**config.mk**
```make
export PLATFORM = sky130hd
export DESIGN_NAME = lock_preload_ctrl
export DESIGN_NICKNAME = d
export VERILOG_FILES = /design/src/rtl/plk_pkg.sv /design/src/rtl/plk_store.sv /design/src/rtl/plk_outreg.sv /design/src/rtl/plk_ctrl.sv /design/src/rtl/lock_preload_ctrl.sv
export SDC_FILE = /design/constraint.sdc
export NUM_CORES = 1
export LEC_CHECK = 0
export ABC_CLOCK_PERIOD_IN_PS = 3700
export BUFFER_PORTS_ARGS = -buffer_cell sky130_fd_sc_hd__buf_2
export CORE_UTILIZATION = 60
export DETAILED_ROUTE_END_ITERATION = 10
export PLACE_DENSITY = 0.77
export SYNTH_ARGS = -nofsm -noshare
export SYNTH_HDL_FRONTEND = slang
export SYNTH_SLANG_ARGS = --single-unit
```
**constraint.sdc**
```tcl
create_clock -name clk -period 3.7 [get_ports clk]
set_input_delay 0.925 -clock clk [delete_from_list [all_inputs] [get_ports clk]]
set_output_delay 0.925 -clock clk [all_outputs]
set_load 0.02 [all_outputs]
```
**src/rtl/plk_pkg.sv**
```systemverilog
// Package: shared opcode encoding and field widths of the lock/preload controller.
// Assumes the host encodes opcodes in OP_W bits exactly as listed here.
package plk_pkg;
    localparam int OP_W = 3;

    typedef enum logic [OP_W-1:0] {
        OP_IDLE    = 3'd0,
        OP_PRELOAD = 3'd1,
        OP_CFG_WR  = 3'd2,
        OP_CFG_VFY = 3'd3,
        OP_SIG_WR  = 3'd4,
        OP_SIG_RD  = 3'd5,
        OP_LOCK    = 3'd6,
        OP_ERASE   = 3'd7
    } plk_op_e;
endpackage

```
**src/rtl/plk_store.sv**
```systemverilog
// Module: plk_store - small register-file store with one write port and one
// combinational read port sharing an address. Used for both the configuration
// array and the user signature. Assumes a single writer; clears to zero on reset.
module plk_store #(
    parameter int DEPTH = 16,
    parameter int WIDTH = 8,
    localparam int AW   = (DEPTH > 1) ? $clog2(DEPTH) : 1
) (
    input  logic             clk,
    input  logic             rst_n,
    input  logic             we,
    input  logic [AW-1:0]    addr,
    input  logic [WIDTH-1:0] wdata,
    output logic [WIDTH-1:0] rdata
);
    logic [WIDTH-1:0] mem [DEPTH];

    // Write port: clear all entries on reset, otherwise store on write strobe.
    always_ff @(posedge clk) begin
        if (!rst_n) begin
            for (int i = 0; i < DEPTH; i++) mem[i] <= '0;
        end else if (we) begin
            mem[addr] <= wdata;
        end
    end

    // Read port: combinational lookup at the shared address.
    assign rdata = mem[addr];

    // a write lands in the addressed entry on the next cycle.
    a_r5_write_lands: assert property (@(posedge clk) disable iff (!rst_n)
        we |=> (mem[$past(addr)] == $past(wdata)));
endmodule

```
**src/rtl/plk_outreg.sv**
```systemverilog
// Module: plk_outreg - bank of output registers. Each bit loads the parallel
// word when run_en is high, unless a preload names that bit on the same edge,
// in which case the preload value wins. Assumes pl_idx < N when pl_we is high.
module plk_outreg #(
    parameter int N     = 8,
    localparam int IW   = (N > 1) ? $clog2(N) : 1
) (
    input  logic          clk,
    input  logic          rst_n,
    input  logic          run_en,
    input  logic [N-1:0]  run_d,
    input  logic          pl_we,
    input  logic [IW-1:0] pl_idx,
    input  logic          pl_val,
    output logic [N-1:0]  q
);
    for (genvar i = 0; i < N; i++) begin : g_bit
        // One output register: reset low, preload beats parallel load.
        always_ff @(posedge clk) begin
            if (!rst_n)                            q[i] <= 1'b0;
            else if (pl_we && pl_idx == IW'(i))    q[i] <= pl_val;
            else if (run_en)                       q[i] <= run_d[i];
        end
    end

    // the preloaded register holds the preload value afterwards.
    a_r3_preload_wins: assert property (@(posedge clk) disable iff (!rst_n)
        pl_we |=> (q[$past(pl_idx)] == $past(pl_val)));

    // with no load of either kind the registers hold.
    a_r4_hold_when_idle: assert property (@(posedge clk) disable iff (!rst_n)
        (!pl_we && !run_en) |=> $stable(q));
endmodule

```
**src/rtl/plk_ctrl.sv**
```systemverilog
// Module: plk_ctrl - command decode, lock gating, response generation and
// erase sequencing. Accepts one command per cycle when idle; an erase stalls
// the handshake while it clears the configuration store one entry per cycle.
// Assumes CFG_DEPTH, SIG_BYTES and N_OUT each fit in the address field.
module plk_ctrl import plk_pkg::*; #(
    parameter int ADDR_W    = 4,
    parameter int DATA_W    = 8,
    parameter int CFG_DEPTH = 16,
    parameter int SIG_BYTES = 8,
    parameter int N_OUT     = 8,
    localparam int CFG_AW   = $clog2(CFG_DEPTH),
    localparam int SIG_AW   = $clog2(SIG_BYTES),
    localparam int IDX_W    = $clog2(N_OUT)
) (
    input  logic              clk,
    input  logic              rst_n,
    input  logic              cmd_valid,
    output logic              cmd_ready,
    input  logic [OP_W-1:0]   cmd_op,
    input  logic [ADDR_W-1:0] cmd_addr,
    input  logic [DATA_W-1:0] cmd_data,
    output logic              rsp_valid,
    output logic              rsp_err,
    output logic [DATA_W-1:0] rsp_data,
    output logic              locked,
    input  logic [DATA_W-1:0] cfg_rdata,
    input  logic [DATA_W-1:0] sig_rdata,
    output logic              cfg_we,
    output logic [CFG_AW-1:0] cfg_addr,
    output logic [DATA_W-1:0] cfg_wdata,
    output logic              sig_we,
    output logic [SIG_AW-1:0] sig_addr,
    output logic [DATA_W-1:0] sig_wdata,
    output logic              pl_we,
    output logic [IDX_W-1:0]  pl_idx,
    output logic              pl_val
);
    localparam logic [ADDR_W:0]   CFG_LIM  = (ADDR_W+1)'(CFG_DEPTH);
    localparam logic [ADDR_W:0]   SIG_LIM  = (ADDR_W+1)'(SIG_BYTES);
    localparam logic [ADDR_W:0]   IDX_LIM  = (ADDR_W+1)'(N_OUT);
    localparam logic [CFG_AW-1:0] PTR_LAST = CFG_AW'(CFG_DEPTH - 1);

    plk_op_e           op;
    logic              busy;
    logic [CFG_AW-1:0] ptr;
    logic              accept;
    logic              refuse;
    logic              cfg_ok, sig_ok, idx_ok;
    logic [DATA_W-1:0] rd_mux;

    assign op        = plk_op_e'(cmd_op);
    assign cmd_ready = !busy;
    assign accept    = cmd_valid && !busy;
    assign cfg_ok    = {1'b0, cmd_addr} < CFG_LIM;
    assign sig_ok    = {1'b0, cmd_addr} < SIG_LIM;
    assign idx_ok    = {1'b0, cmd_addr} < IDX_LIM;

    // Refusal rule: lock gates preload and verify; range checks everywhere.
    always_comb begin
        unique case (op)
            OP_PRELOAD: refuse = locked || !idx_ok;
            OP_CFG_WR:  refuse = !cfg_ok;
            OP_CFG_VFY: refuse = locked || !cfg_ok;
            OP_SIG_WR,
            OP_SIG_RD:  refuse = !sig_ok;
            default:    refuse = 1'b0;
        endcase
    end

    // Read data selection for the response register.
    always_comb begin
        unique case (op)
            OP_CFG_VFY: rd_mux = cfg_rdata;
            OP_SIG_RD:  rd_mux = sig_rdata;
            default:    rd_mux = '0;
        endcase
    end

    // Store and register strobes; the erase sweep owns the config port while busy.
    assign cfg_we    = busy || (accept && op == OP_CFG_WR && !refuse);
    assign cfg_addr  = busy ? ptr : cmd_addr[CFG_AW-1:0];
    assign cfg_wdata = busy ? '0 : cmd_data;
    assign sig_we    = accept && op == OP_SIG_WR && !refuse;
    assign sig_addr  = cmd_addr[SIG_AW-1:0];
    assign sig_wdata = cmd_data;
    assign pl_we     = accept && op == OP_PRELOAD && !refuse;
    assign pl_idx    = cmd_addr[IDX_W-1:0];
    assign pl_val    = cmd_data[0];

    // Response, lock bit and erase sequencer state.
    always_ff @(posedge clk) begin
        if (!rst_n) begin
            busy      <= 1'b0;
            ptr       <= '0;
            locked    <= 1'b0;
            rsp_valid <= 1'b0;
            rsp_err   <= 1'b0;
            rsp_data  <= '0;
        end else begin
            rsp_valid <= 1'b0;
            rsp_err   <= 1'b0;
            rsp_data  <= '0;
            if (busy) begin
                if (ptr == PTR_LAST) begin
                    busy      <= 1'b0;
                    locked    <= 1'b0;
                    rsp_valid <= 1'b1;
                end else begin
                    ptr <= ptr + 1'b1;
                end
            end else if (cmd_valid) begin
                if (op == OP_ERASE) begin
                    busy <= 1'b1;
                    ptr  <= '0;
                end else if (op != OP_IDLE) begin
                    rsp_valid <= 1'b1;
                    rsp_err   <= refuse;
                    rsp_data  <= refuse ? '0 : rd_mux;
                    if (op == OP_LOCK) locked <= 1'b1;
                end
            end
        end
    end

    // a verify accepted while locked is answered with an error next cycle.
    a_r8_locked_verify_refused: assert property (@(posedge clk) disable iff (!rst_n)
        (accept && op == OP_CFG_VFY && locked) |=> (rsp_valid && rsp_err && rsp_data == '0));

    // a preload accepted while locked is answered with an error next cycle.
    a_r8_locked_preload_refused: assert property (@(posedge clk) disable iff (!rst_n)
        (accept && op == OP_PRELOAD && locked) |=> (rsp_valid && rsp_err));

    // an in-range signature read never errors, locked or not.
    a_r6_sig_read_open: assert property (@(posedge clk) disable iff (!rst_n)
        (accept && op == OP_SIG_RD && sig_ok) |=> (rsp_valid && !rsp_err));

    // the lock only falls at the end of an erase sweep.
    a_r10_lock_cleared_by_erase: assert property (@(posedge clk) disable iff (!rst_n)
        $fell(locked) |-> $past(busy));

    // a response follows an accepted command or the last erase step.
    a_r2_rsp_has_cause: assert property (@(posedge clk) disable iff (!rst_n)
        rsp_valid |-> ($past(accept) || $past(busy)));
endmodule

```
**src/rtl/lock_preload_ctrl.sv**
```systemverilog
// Module: lock_preload_ctrl - top of the test/configuration access controller.
// Connects the command controller to the configuration store, the user
// signature store and the output register bank. Assumes one host driver.
module lock_preload_ctrl import plk_pkg::*; #(
    parameter int ADDR_W    = 4,
    parameter int DATA_W    = 8,
    parameter int CFG_DEPTH = 16,
    parameter int SIG_BYTES = 8,
    parameter int N_OUT     = 8
) (
    input  logic              clk,
    input  logic              rst_n,
    input  logic              cmd_valid,
    output logic              cmd_ready,
    input  logic [OP_W-1:0]   cmd_op,
    input  logic [ADDR_W-1:0] cmd_addr,
    input  logic [DATA_W-1:0] cmd_data,
    output logic              rsp_valid,
    output logic              rsp_err,
    output logic [DATA_W-1:0] rsp_data,
    output logic              locked,
    input  logic              run_en,
    input  logic [N_OUT-1:0]  run_d,
    output logic [N_OUT-1:0]  reg_q
);
    localparam int CFG_AW = $clog2(CFG_DEPTH);
    localparam int SIG_AW = $clog2(SIG_BYTES);
    localparam int IDX_W  = $clog2(N_OUT);

    logic              cfg_we, sig_we, pl_we, pl_val;
    logic [CFG_AW-1:0] cfg_addr;
    logic [SIG_AW-1:0] sig_addr;
    logic [IDX_W-1:0]  pl_idx;
    logic [DATA_W-1:0] cfg_wdata, cfg_rdata, sig_wdata, sig_rdata;

    plk_ctrl #(
        .ADDR_W(ADDR_W), .DATA_W(DATA_W), .CFG_DEPTH(CFG_DEPTH),
        .SIG_BYTES(SIG_BYTES), .N_OUT(N_OUT)
    ) u_ctrl (
        .clk(clk), .rst_n(rst_n),
        .cmd_valid(cmd_valid), .cmd_ready(cmd_ready), .cmd_op(cmd_op),
        .cmd_addr(cmd_addr), .cmd_data(cmd_data),
        .rsp_valid(rsp_valid), .rsp_err(rsp_err), .rsp_data(rsp_data),
        .locked(locked), .cfg_rdata(cfg_rdata), .sig_rdata(sig_rdata),
        .cfg_we(cfg_we), .cfg_addr(cfg_addr), .cfg_wdata(cfg_wdata),
        .sig_we(sig_we), .sig_addr(sig_addr), .sig_wdata(sig_wdata),
        .pl_we(pl_we), .pl_idx(pl_idx), .pl_val(pl_val)
    );

    plk_store #(.DEPTH(CFG_DEPTH), .WIDTH(DATA_W)) u_cfg (
        .clk(clk), .rst_n(rst_n), .we(cfg_we), .addr(cfg_addr),
        .wdata(cfg_wdata), .rdata(cfg_rdata)
    );

    plk_store #(.DEPTH(SIG_BYTES), .WIDTH(DATA_W)) u_sig (
        .clk(clk), .rst_n(rst_n), .we(sig_we), .addr(sig_addr),
        .wdata(sig_wdata), .rdata(sig_rdata)
    );

    plk_outreg #(.N(N_OUT)) u_out (
        .clk(clk), .rst_n(rst_n), .run_en(run_en), .run_d(run_d),
        .pl_we(pl_we), .pl_idx(pl_idx), .pl_val(pl_val), .q(reg_q)
    );

    // a lock command accepted now shows on the lock output next cycle.
    a_r7_lock_immediate: assert property (@(posedge clk) disable iff (!rst_n)
        (cmd_valid && cmd_ready && cmd_op == OP_LOCK) |=> locked);
endmodule

```
==> run_results.csv, run 1 <==
group,metric,value,unit
outcome,status,"finished, final reports clean",
sta,slew_violations,0,
die,io_pins,47,
clock_tree,cts_buffers,23,
global_route,met2_usage,0.468,
critical_path,crit_required,4.11,ns
yosys,ys.flop_type,"edfxtp_1",
critical_path,worstSetupPathType,"reg -> reg",
critical_path,cp-start-kind,"flip-flop",
sta,fin_skew,0.0107,ns
final_layout,stdcell_area,11100,µm²
sta,setup_viol,0,
global_route,grt_overflow,0,
sta,period_needed,2.65,ns
placement,dpl.hpwl,17000,µm
clock_tree,cts_tree,"built",
clock_tree,cts.sinks,216,
clock_tree,cts_root_buf,"clkbuf_16",
yosys,syn_inst,810,
die,dieWidth,131,µm
global_route,use_met3,0.0749,
sta,hold_viol_final,0,
yosys,ys_top_cells_by_area,"edfxtp_1, nor2_1, dfxtp_1",
route,via_per_inst,6.36,
die,rows,46,
route,drt-initial-drc-count,858,
final_layout,fin_util,0.691,
yosys,synth.most_common_cell,"edfxtp_1",
global_route,grt_start_max_net_pins,33,
route,drt-pass1-iter-count,5,
die,initial_utilization,0.621,
clock_tree,ctsLongestPathBuffers,3,
yosys,syn_avg_cell_area,12.3,µm²
global_route,grt_use_met1,0.438,
clock_tree,clk_latency,0.52,ns
yosys,synthArstFlopShare,0,
final_layout,syn_to_final_growth,11.4,%
yosys,synth_nets,838,
clock_tree,clkTransAtPathRegs,0.06,ns
yosys,ys_seq_area_frac,0.627,
critical_path,worstPathMaxFanout,32,
sta,tns,0,ns
final_layout,drive_gt1_frac,0.170,
yosys,netlist_top_cells_count,"edfxtp_1, nor2_1, nand2_1",
power_and_ir_drop,ir_drop,0.359,mV
global_route,top_usage_layer,"met2",
route,wirelength,25100,µm
final_layout,nNetsFinal,874,
die,die_h,131,µm
placement,port_buffers,46,
global_route,grt_pass1_vias,6667,
die,core,16100,µm²
clock_tree,cts_hold_buffers,0,
sta,worst_pin_slew,0.998,ns
clock_tree,htree_levels,1,
route,drc,0,
clock_tree,cts_resized,0,
route,wl_per_cell,23.2,µm
worst_hold_path,min_path_type,"reg -> reg",
power_and_ir_drop,power_density,499,nW/µm²
route,ant_nets,0,
yosys,synth_top_cell_by_area,"edfxtp_1",
critical_path,critPathCaptureType,"flip-flop",
global_route,grtUsageTotal,0.309,
placement,gp_congestion,0.914,
critical_path,cp.arrival,3.05,ns
route,vias,6865,
yosys,synth.yosys.warnings,0,
global_route,antenna_found_initial,2,
sta,finalCritPeriodShare,0.715,
global_route,grt_pass1_wl,38100,µm
yosys,syn_area,9960,µm²
sta,rsz0062_at_grt,"false",
die,die_area,17100,µm²
clock_tree,post_cts_buffers,0,
yosys,synth_seq_cells,216,
placement,placed_area,10300,µm²
sta,fmax,378,MHz
yosys,synth_cell_types,57,
sta,max-slew-margin-rel,0.320,
flow_run,cap_violations,0,
yosys,yosysTopAreaCellShare,0.579,
yosys,synth_edf_count,192,
power_and_ir_drop,leakage,4.07,nW
==> per-stage QoR <==
step                cells  hold WS (ns)  setup slack, ns  power [W]
floorplan             810         0.531            0.743    0.00310
global placement     1037         0.482            0.728    0.00323
detailed placement   1037         0.494            0.610    0.00325
CTS                  1079         0.503             1.11    0.00554
global route         1079         0.525            0.913    0.00570
finish               1080         0.502             1.05    0.00554
==> layer usage <==
layer | wire [µm] | vias to the layer above
met5 | 9 | -
met4 | 783 | 2
met3 | 2910 | 62
met2 | 11400 | 403
met1 | 9970 | 3378
li1 | - | 3020
==> placed cells by master, fill, tap and decap left out, drive strengths merged, types with 14 or more instances in the layout <==
master | synthesis | final
edfxtp | 192 | 192
nor2 | 144 | 144
nand2 | 106 | 106
and2 | 65 | 65
buf | 28 | 63
nand3 | 37 | 37
clkbuf | 24 | 28
mux2i | 25 | 25
dfxtp | 24 | 24
mux4 | 23 | 23
o21ai | 19 | 19
a32oi | 15 | 15
a21boi | 15 | 15
a31oi | 14 | 14
==> power by group <==
group / total, W / internal [W] / leakage (nW) / switching (W)
logic: 0.000428 / 0.000135 / 1.56 / 0.000293
registers: 0.00278 / 0.00274 / 2.12 / 0.0000389
clock network: 0.00233 / 0.00140 / 0.379 / 0.000937
total: 0.00554 / 0.00427 / 4.07 / 0.00127
==> worst paths after layout <==
path                 startpoint                 end  slack [ns]  cells past startpoint
hold / removal    u_ctrl.locked       u_ctrl.locked        0.50                      2
hold reg to reg   u_ctrl.locked       u_ctrl.locked        0.50                      2
setup / recovery    u_ctrl.busy  u_ctrl.rsp_data[6]        1.05                      7
setup reg to reg    u_ctrl.busy  u_ctrl.rsp_data[6]        1.05                      7
==> final cells by class <==
class                           instances  area (µm²)
Clock inverter                         14         154
Sequential cell                       216        6250
Inverter                                6        22.5
Antenna cell                            1        2.50
Fill cell                            1110        4960
Tap cell                              216         270
Clock buffer                           28         614
Multi-Input combinational cell        536        3430
Timing Repair Buffer                   63         358
==> kinds of logic (layout without fill, tap and decap cells) <==
| logic type | count (synthesis) | after routing | share of synthesized area |
|---|---|---|---|
| mux | 50 | 50 | 0.0817 |
| flops | 216 | 216 | 0.627 |
| compound gates | 96 | 96 | 0.0704 |
| other cells | 0 | 1 | 0 |
| buf+inv | 58 | 111 | 0.0288 |
| simple gates | 387 | 387 | 0.189 |
| xor+xnor | 2 | 2 | 0.00176 |
| fa+ha+maj | 1 | 1 | 0.00126 |
==> state kept, by name, indices dropped and copies added (netlist names) <==
signal,count
u_ctrl.rsp_err,1
u_ctrl.locked,1
u_ctrl.ptr,4
u_ctrl.rsp_valid,1
u_cfg.mem,128
u_out.q,8
u_sig.mem,64
u_ctrl.rsp_data,8
u_ctrl.busy,1
==> critical path, cell delays in order (launching register included) <==
cell and delay [ns]:
dfxtp_1 0.34, buf_4 0.28, mux2_2 0.71, buf_4 0.31, nand2_1 0.07, a31oi_1 0.32
a32oi_1 0.19, o22ai_1 0.29
Note: power is estimated with default switching activity, not from simulation.
==> inputs of run 2 (changes only) <==
--- a/config.mk
+++ b/config.mk
@@ -5,11 +5,11 @@
 export SDC_FILE = /design/constraint.sdc
 export NUM_CORES = 1
 export LEC_CHECK = 0
-export ABC_CLOCK_PERIOD_IN_PS = 3700
+export ABC_CLOCK_PERIOD_IN_PS = 2400
 export BUFFER_PORTS_ARGS = -buffer_cell sky130_fd_sc_hd__buf_2
-export CORE_UTILIZATION = 60
+export CORE_UTILIZATION = 55
 export DETAILED_ROUTE_END_ITERATION = 10
-export PLACE_DENSITY = 0.77
+export PLACE_DENSITY = 0.74
 export SYNTH_ARGS = -nofsm -noshare
 export SYNTH_HDL_FRONTEND = slang
 export SYNTH_SLANG_ARGS = --single-unit
==> constraint.sdc (replaced) <==
create_clock -name clk -period 2.4 [get_ports clk]
set_input_delay 0.6 -clock clk [delete_from_list [all_inputs] [get_ports clk]]
set_output_delay 0.6 -clock clk [all_outputs]
set_load 0.02 [all_outputs]
==> run 2 against run 1 <==
- global-route usage shrank 1.5 points
- combinational power grew 75%
- critical path depth shrank 1
- final cell count grew 5.4%
- clock skew grew 0.0092 ns
- register-to-register slack lost 0.89 ns
- final area grew 3.9%
- clock power grew 48%
- first-iteration DRC count grew 5.7%
- critical path type unchanged
- highest routed layer is now met4
==> run_results.csv, run 2 (same netlist as run 1, synthesis figures left out) <==
group,metric,value,unit
outcome,status,"finished, final reports clean",
global_route,grtUsageTotal,0.294,
critical_path,critical-path-slowest-cell,"dfxtp_1",
clock_tree,htree_levels,1,
power_and_ir_drop,comb_power_share,0.088,
global_route,grt_pass1_wl,40100,µm
final_layout,nNetsFinal,925,
die,dieWidth,137,µm
sta,fin_skew,0.0199,ns
sta,worst_pin_slew,0.722,ns
critical_path,path_cells,"buf_4 -> a31oi_1 -> nor2b_1 -> buf_12 -> nand3_1 -> nand2_1",
sta,setup_viol,0,
final_layout,reg_top3,"u_cfg.mem: 128 flops, u_sig.mem: 64 flops",
power_and_ir_drop,power_density,736,nW/µm²
die,initial_utilization,0.570,
sta,slew_violations,0,
die,io_pins,47,
critical_path,critPathCaptureType,"flip-flop",
clock_tree,cts_resized,0,
critical_path,critPathTopFamily,"simple AND/OR/NAND/NOR gates",
sta,max-slew-margin-rel,0.517,
final_layout,mostFrequentLayoutCell,"edfxtp_1",
clock_tree,clk_latency,0.54,ns
global_route,grt_overflow,0,
critical_path,crit_buf_inv,2,
critical_path,r2r_slack,0.17,ns
power_and_ir_drop,swShare,0.237,
final_layout,layout_common_cells,"edfxtp_1, nor2_1, nand2_1, and2_1, buf_4",
die,die_area,18700,µm²
critical_path,worstReg2RegEnd,"u_cfg.mem[9][5]",
critical_path,worstSetupPathType,"reg -> reg",
global_route,grt_pass1_vias,7053,
die,rows,48,
power_and_ir_drop,ir_drop,0.668,mV
route,drt-initial-drc-count,907,
clock_tree,cts_tree,"built",
final_layout,syn_to_final_growth,15.8,%
placement,dpl.hpwl,17800,µm
critical_path,rr_startpoint,"u_ctrl.busy",
clock_tree,ctsLongestPathBuffers,3,
final_layout,regMostFlops,"u_cfg.mem",
sta,period_needed,2.23,ns
critical_path,worstRegToRegCells,6,
final_layout,largest_reg_flops,128,
critical_path,max_stage_delay,0.51,ns
power_and_ir_drop,switchingPower,0.00201,W
clock_tree,cts.sinks,216,
clock_tree,clkTransAtPathRegs,0.06,ns
worst_hold_path,min_from,"cmd_op[0]",
die,core,17500,µm²
global_route,grt_start_max_net_pins,30,
final_layout,drive_gt1_frac,0.212,
route,drt-pass1-iter-count,5,
placement,port_buffers,46,
clock_tree,cts_hold_buffers,0,
critical_path,worstPathMaxFanout,16,
clock_tree,cts_buffers,23,
power_and_ir_drop,p_seq_frac,0.505,
route,wl_per_cell,23.1,µm
sta,fmax,448,MHz
route,drc,0,
worst_hold_path,hold-path-endpoint,"u_ctrl.rsp_err",
global_route,antenna_found_initial,1,
route,via_per_inst,6.29,
worst_hold_path,hold_path_depth,3,
route,ant_nets,0,
critical_path,cp-start-kind,"flip-flop",
critical_path,crit_required,2.56,ns
sta,finalCritPeriodShare,0.930,
power_and_ir_drop,intPower,0.00649,W
critical_path,cp.arrival,2.40,ns
power_and_ir_drop,clkPwrFrac,0.407,
sta,holdWs,0.355,ns
worst_hold_path,min_path_type,"in -> reg",
flow_run,cap_violations,0,
power_and_ir_drop,leakage,4.30,nW
route,wirelength,26300,µm
clock_tree,cts_root_buf,"clkbuf_16",
route,vias,7158,
clock_tree,post_cts_buffers,0,
sta,hold_viol_final,0,
die,die_h,137,µm
final_layout,fin_util,0.660,
placement,gp_congestion,0.914,
sta,rsz0062_at_grt,"false",
[run 2: cell count changes in the layout (fill, tap and decap cells not counted), moves of 2 or more]
cell	delta
clkbuf_1	+6
clkinv_1	-2
buf_12	+7
buf_4	+44
clkinv_2	-3
bufinv_16	-2
o21ai_1	+6
o21ai_0	-6
[run 2: how the worst max path moves through the flow]
| stage | startpoint | endpoint | slack, ns | depth (start not counted) |
|---|---|---|---|---|
| 3_5_place_dp | cmd_addr[3] | u_sig.mem[2][3] | 0.03 | 7 |
| 5_1_grt | u_ctrl.busy | u_cfg.mem[9][5] | 0.03 | 6 |
| 2_1_floorplan | cmd_op[1] | u_sig.mem[4][0] | -0.22 | 6 |
| 4_1_cts | u_ctrl.busy | u_ctrl.rsp_data[0] | 0.11 | 7 |
| 6_report | u_ctrl.busy | u_cfg.mem[9][5] | 0.17 | 6 |
| 3_3_place_gp | cmd_addr[3] | u_ctrl.rsp_data[3] | 0.08 | 7 |
[run 2: worst reg2reg max path, delay by kind of cell (launching register included)]
family | cells | cell delay [ns]
AO/OA/AOI/OAI | 1 | 0.08
buffers and inverters | 2 | 0.47
flip-flops | 1 | 0.51
AND/OR/NAND/NOR | 3 | 0.82
[run 2: power groups by stage]
| stage | logic, W | registers (W) | clock network (W) |
|---|---|---|---|
| 6_report | 0.000751 | 0.00429 | 0.00345 |
| 5_1_grt | 0.000790 | 0.00430 | 0.00359 |
| 4_1_cts | 0.000736 | 0.00429 | 0.00346 |
| 3_5_place_dp | 0.000730 | 0.00436 | 0 |
| 3_3_place_gp | 0.000708 | 0.00435 | 0 |
| 2_1_floorplan | 0.000424 | 0.00435 | 0 |
[run 2: area by class of cell]
type                       instances  area (µm²)
antenna                            1        2.50
timing repair buffer             114         828
clock buffer                      34         648
tap                              225         282
sequential                       216        6250
clock inverter                     6        71.3
multi-input combinational        536        3430
fill                            1237        5940
inverter                           6        22.5
[run 2: per-stage QoR]
| step | worst slack, ns | setup TNS, ns | area [µm²] | std cells | power, W |
|---|---|---|---|---|---|
| global route | 0.0323 | 0 | 11500 | 1137 | 0.00868 |
| floorplan | -0.220 | -3.68 | 9960 | 810 | 0.00477 |
| global placement | 0.0794 | 0 | 10800 | 1097 | 0.00506 |
| finish | 0.169 | 0 | 11500 | 1138 | 0.00849 |
| CTS | 0.109 | 0 | 11500 | 1137 | 0.00848 |
| detailed placement | 0.0301 | 0 | 10800 | 1097 | 0.00509 |
[run 2: per-layer routing]
metal	vias to the layer above	wire [µm]	part of all wire	GRT usage
met5	-	0	0	0
met2	526	12300	0.47	0.462
met4	0	950	0.036	0.104
met1	3427	10000	0.38	0.405
met3	80	3060	0.12	0.0630
li1	3125	-	-	-
==> inputs of run 3 (changes only) <==
--- a/config.mk
+++ b/config.mk
@@ -10,6 +10,7 @@
 export CORE_UTILIZATION = 55
 export DETAILED_ROUTE_END_ITERATION = 10
 export PLACE_DENSITY = 0.74
+export RECOVER_POWER = 50
 export SYNTH_ARGS = -nofsm -noshare
 export SYNTH_HDL_FRONTEND = slang
 export SYNTH_SLANG_ARGS = --single-unit
==> run 3 against run 2 <==
- final cell count hardly changed
- sequential cell count stayed put
- die area stayed put
- sequential power hardly changed
- largest cell class unchanged
==> run_results.csv, run 3 (same netlist as run 1, synthesis figures left out) <==
group,metric,value,unit
outcome,status,"finished, final reports clean",
route,vias,7157,
placement,dp.cells,1097,
route,drt-pass1-iter-count,5,
die,io_pins,47,
power_and_ir_drop,comb_power_share,0.086,
clock_tree,cts.sinks,216,
power_and_ir_drop,switchingPower,0.00200,W
power_and_ir_drop,ir_drop,0.669,mV
global_route,antenna_found_initial,1,
critical_path,crit_required,2.79,ns
clock_tree,post_cts_buffers,0,
sta,slew_violations,0,
sta,max-slew-margin-rel,0.525,
route,wirelength,26200,µm
worst_hold_path,hold_path_depth,3,
global_route,grt_start_max_net_pins,30,
power_and_ir_drop,clkPwrFrac,0.408,
route,wl_per_cell,23.1,µm
final_layout,regArea,6250,µm²
sta,hold_viol_final,0,
route,drc,0,
critical_path,path_cells,"buf_4 -> nor2b_2 -> nand4_2 -> or3b_1 -> clkbuf_1 -> nor2_1 -> and2_0",
critical_path,r2r_slack,0.18,ns
sta,period_needed,2.22,ns
placement,placed_area,10800,µm²
die,dieWidth,137,µm
global_route,grt_pass1_vias,7053,
critical_path,critPathTopFamily,"simple AND/OR/NAND/NOR gates",
final_layout,layout_common_cells,"edfxtp_1, nor2_1, nand2_1, and2_1, clkbuf_1",
power_and_ir_drop,swShare,0.236,
final_layout,diodes,0,
global_route,grtUsageTotal,0.294,
critical_path,cp.arrival,2.61,ns
power_and_ir_drop,power_density,746,nW/µm²
clock_tree,cts_tree,"built",
final_layout,mostFrequentLayoutCell,"edfxtp_1",
flow_run,cap_violations,0,
power_and_ir_drop,intPower,0.00647,W
die,die_area,18700,µm²
final_layout,nNetsFinal,925,
final_layout,multiInputGateArea,3370,µm²
die,die_h,137,µm
global_route,grt_overflow,0,
final_layout,syn_to_final_growth,13.9,%
die,rows,48,
critical_path,crit_buf_inv,2,
power_and_ir_drop,p_seq_frac,0.506,
clock_tree,ctsLongestPathBuffers,3,
critical_path,critPathCaptureType,"flip-flop",
sta,setup_viol,0,
die,core,17500,µm²
sta,worst_pin_slew,0.710,ns
route,ant_nets,0,
placement,gp_congestion,0.914,
sta,fin_skew,0.0158,ns
route,drt-initial-drc-count,989,
placement,dpl.hpwl,17800,µm
global_route,grt_pass1_wl,40100,µm
critical_path,worstRegToRegCells,7,
critical_path,cp-start-kind,"flip-flop",
sta,rsz0062_at_grt,"false",
final_layout,largest_reg_flops,128,
clock_tree,htree_levels,1,
worst_hold_path,min_path_type,"in -> reg",
sta,setup_slack,0.181,ns
final_layout,final_cells,1137,
final_layout,stdcell_area,11300,µm²
clock_tree,cts_buffers,23,
critical_path,crit_cells,7,
final_layout,nFillCells,1295,
sta,fmax,451,MHz
final_layout,regMostFlops,"u_cfg.mem",
critical_path,critical-path-slowest-cell,"or3b_1",
die,initial_utilization,0.570,
critical_path,worstPathMaxFanout,13,
final_layout,drive_gt1_frac,0.158,
route,via_per_inst,6.29,
clock_tree,clkTransAtPathRegs,0.06,ns
final_layout,reg_top3,"u_cfg.mem: 128 flops, u_sig.mem: 64 flops",
clock_tree,clk_latency,0.53,ns
sta,finalCritPeriodShare,0.925,
placement,preCtsSetupSlack,0.0301,ns
critical_path,worstSetupPathType,"reg -> reg",
critical_path,max_stage_delay,0.49,ns
power_and_ir_drop,leakage,4.14,nW
placement,port_buffers,46,
clock_tree,cts_root_buf,"clkbuf_16",
[run 3: cell count changes in the layout (fill, tap and decap cells not counted), moves of 4 or more]
cell | before | now
nand3_1 | 27 | 37
and2_1 | 65 | 59
clkbuf_1 | 9 | 47
and2_0 | 0 | 6
clkbuf_2 | 0 | 4
buf_2 | 46 | 27
buf_4 | 61 | 39
nand3_2 | 10 | 0
[run 3: timing repair]
action	4_1_cts	5_1_grt
setup endpoints to repair	0	30
resized for setup	0	1
hold buffers	0	0
[run 3: path summary, 6_finish.rpt]
check,endpoint,startpoint
setup / recovery,u_sig.mem[7][7],u_ctrl.busy
hold / removal,u_ctrl.rsp_err,cmd_op[0]
setup reg to reg,u_sig.mem[7][7],u_ctrl.busy
hold reg to reg,u_ctrl.locked,u_ctrl.locked
[run 3: layer usage]
metal	track usage	share of wire
met1	0.405	0.39
met2	0.462	0.47
met3	0.0630	0.11
met4	0.104	0.035
met5	0	0
[run 3: power by group through the flow]
stage	registers (W)	logic, W	clock network, W
2_1_floorplan	0.00435	0.000424	0
3_3_place_gp	0.00435	0.000708	0
3_5_place_dp	0.00436	0.000730	0
4_1_cts	0.00429	0.000736	0.00346
5_1_grt	0.00430	0.000770	0.00359
6_report	0.00429	0.000729	0.00345
[run 3: metrics by stage]
step / TNS (ns) / total power [W] / hold slack [ns] / utilization
after floorplan: -3.68 / 0.00477 / 0.531 / -
after detailed placement: 0 / 0.00509 / 0.505 / 0.619
after global placement: 0 / 0.00506 / 0.484 / 0.619
after global routing: 0 / 0.00866 / 0.368 / 0.649
after CTS: 0 / 0.00848 / 0.355 / 0.660
final: 0 / 0.00847 / 0.355 / 0.649
[run 3: layout make-up]
cell class	instances	share of cell area
clock inverters	6	0.00628
inverters	6	0.00198
flip-flops and latches	216	0.550
repair buffers	114	0.0626
clock buffers	34	0.0571
multi-input cells	536	0.297
well taps	225	0.0248
[run 3: worst register-to-register path, cell delays in order, from the launching register on]
cell and delay, ns:
dfxtp_1 0.40, buf_4 0.22, nor2b_2 0.16, nand4_2 0.13, or3b_1 0.49, clkbuf_1 0.18
nor2_1 0.31, and2_0 0.19
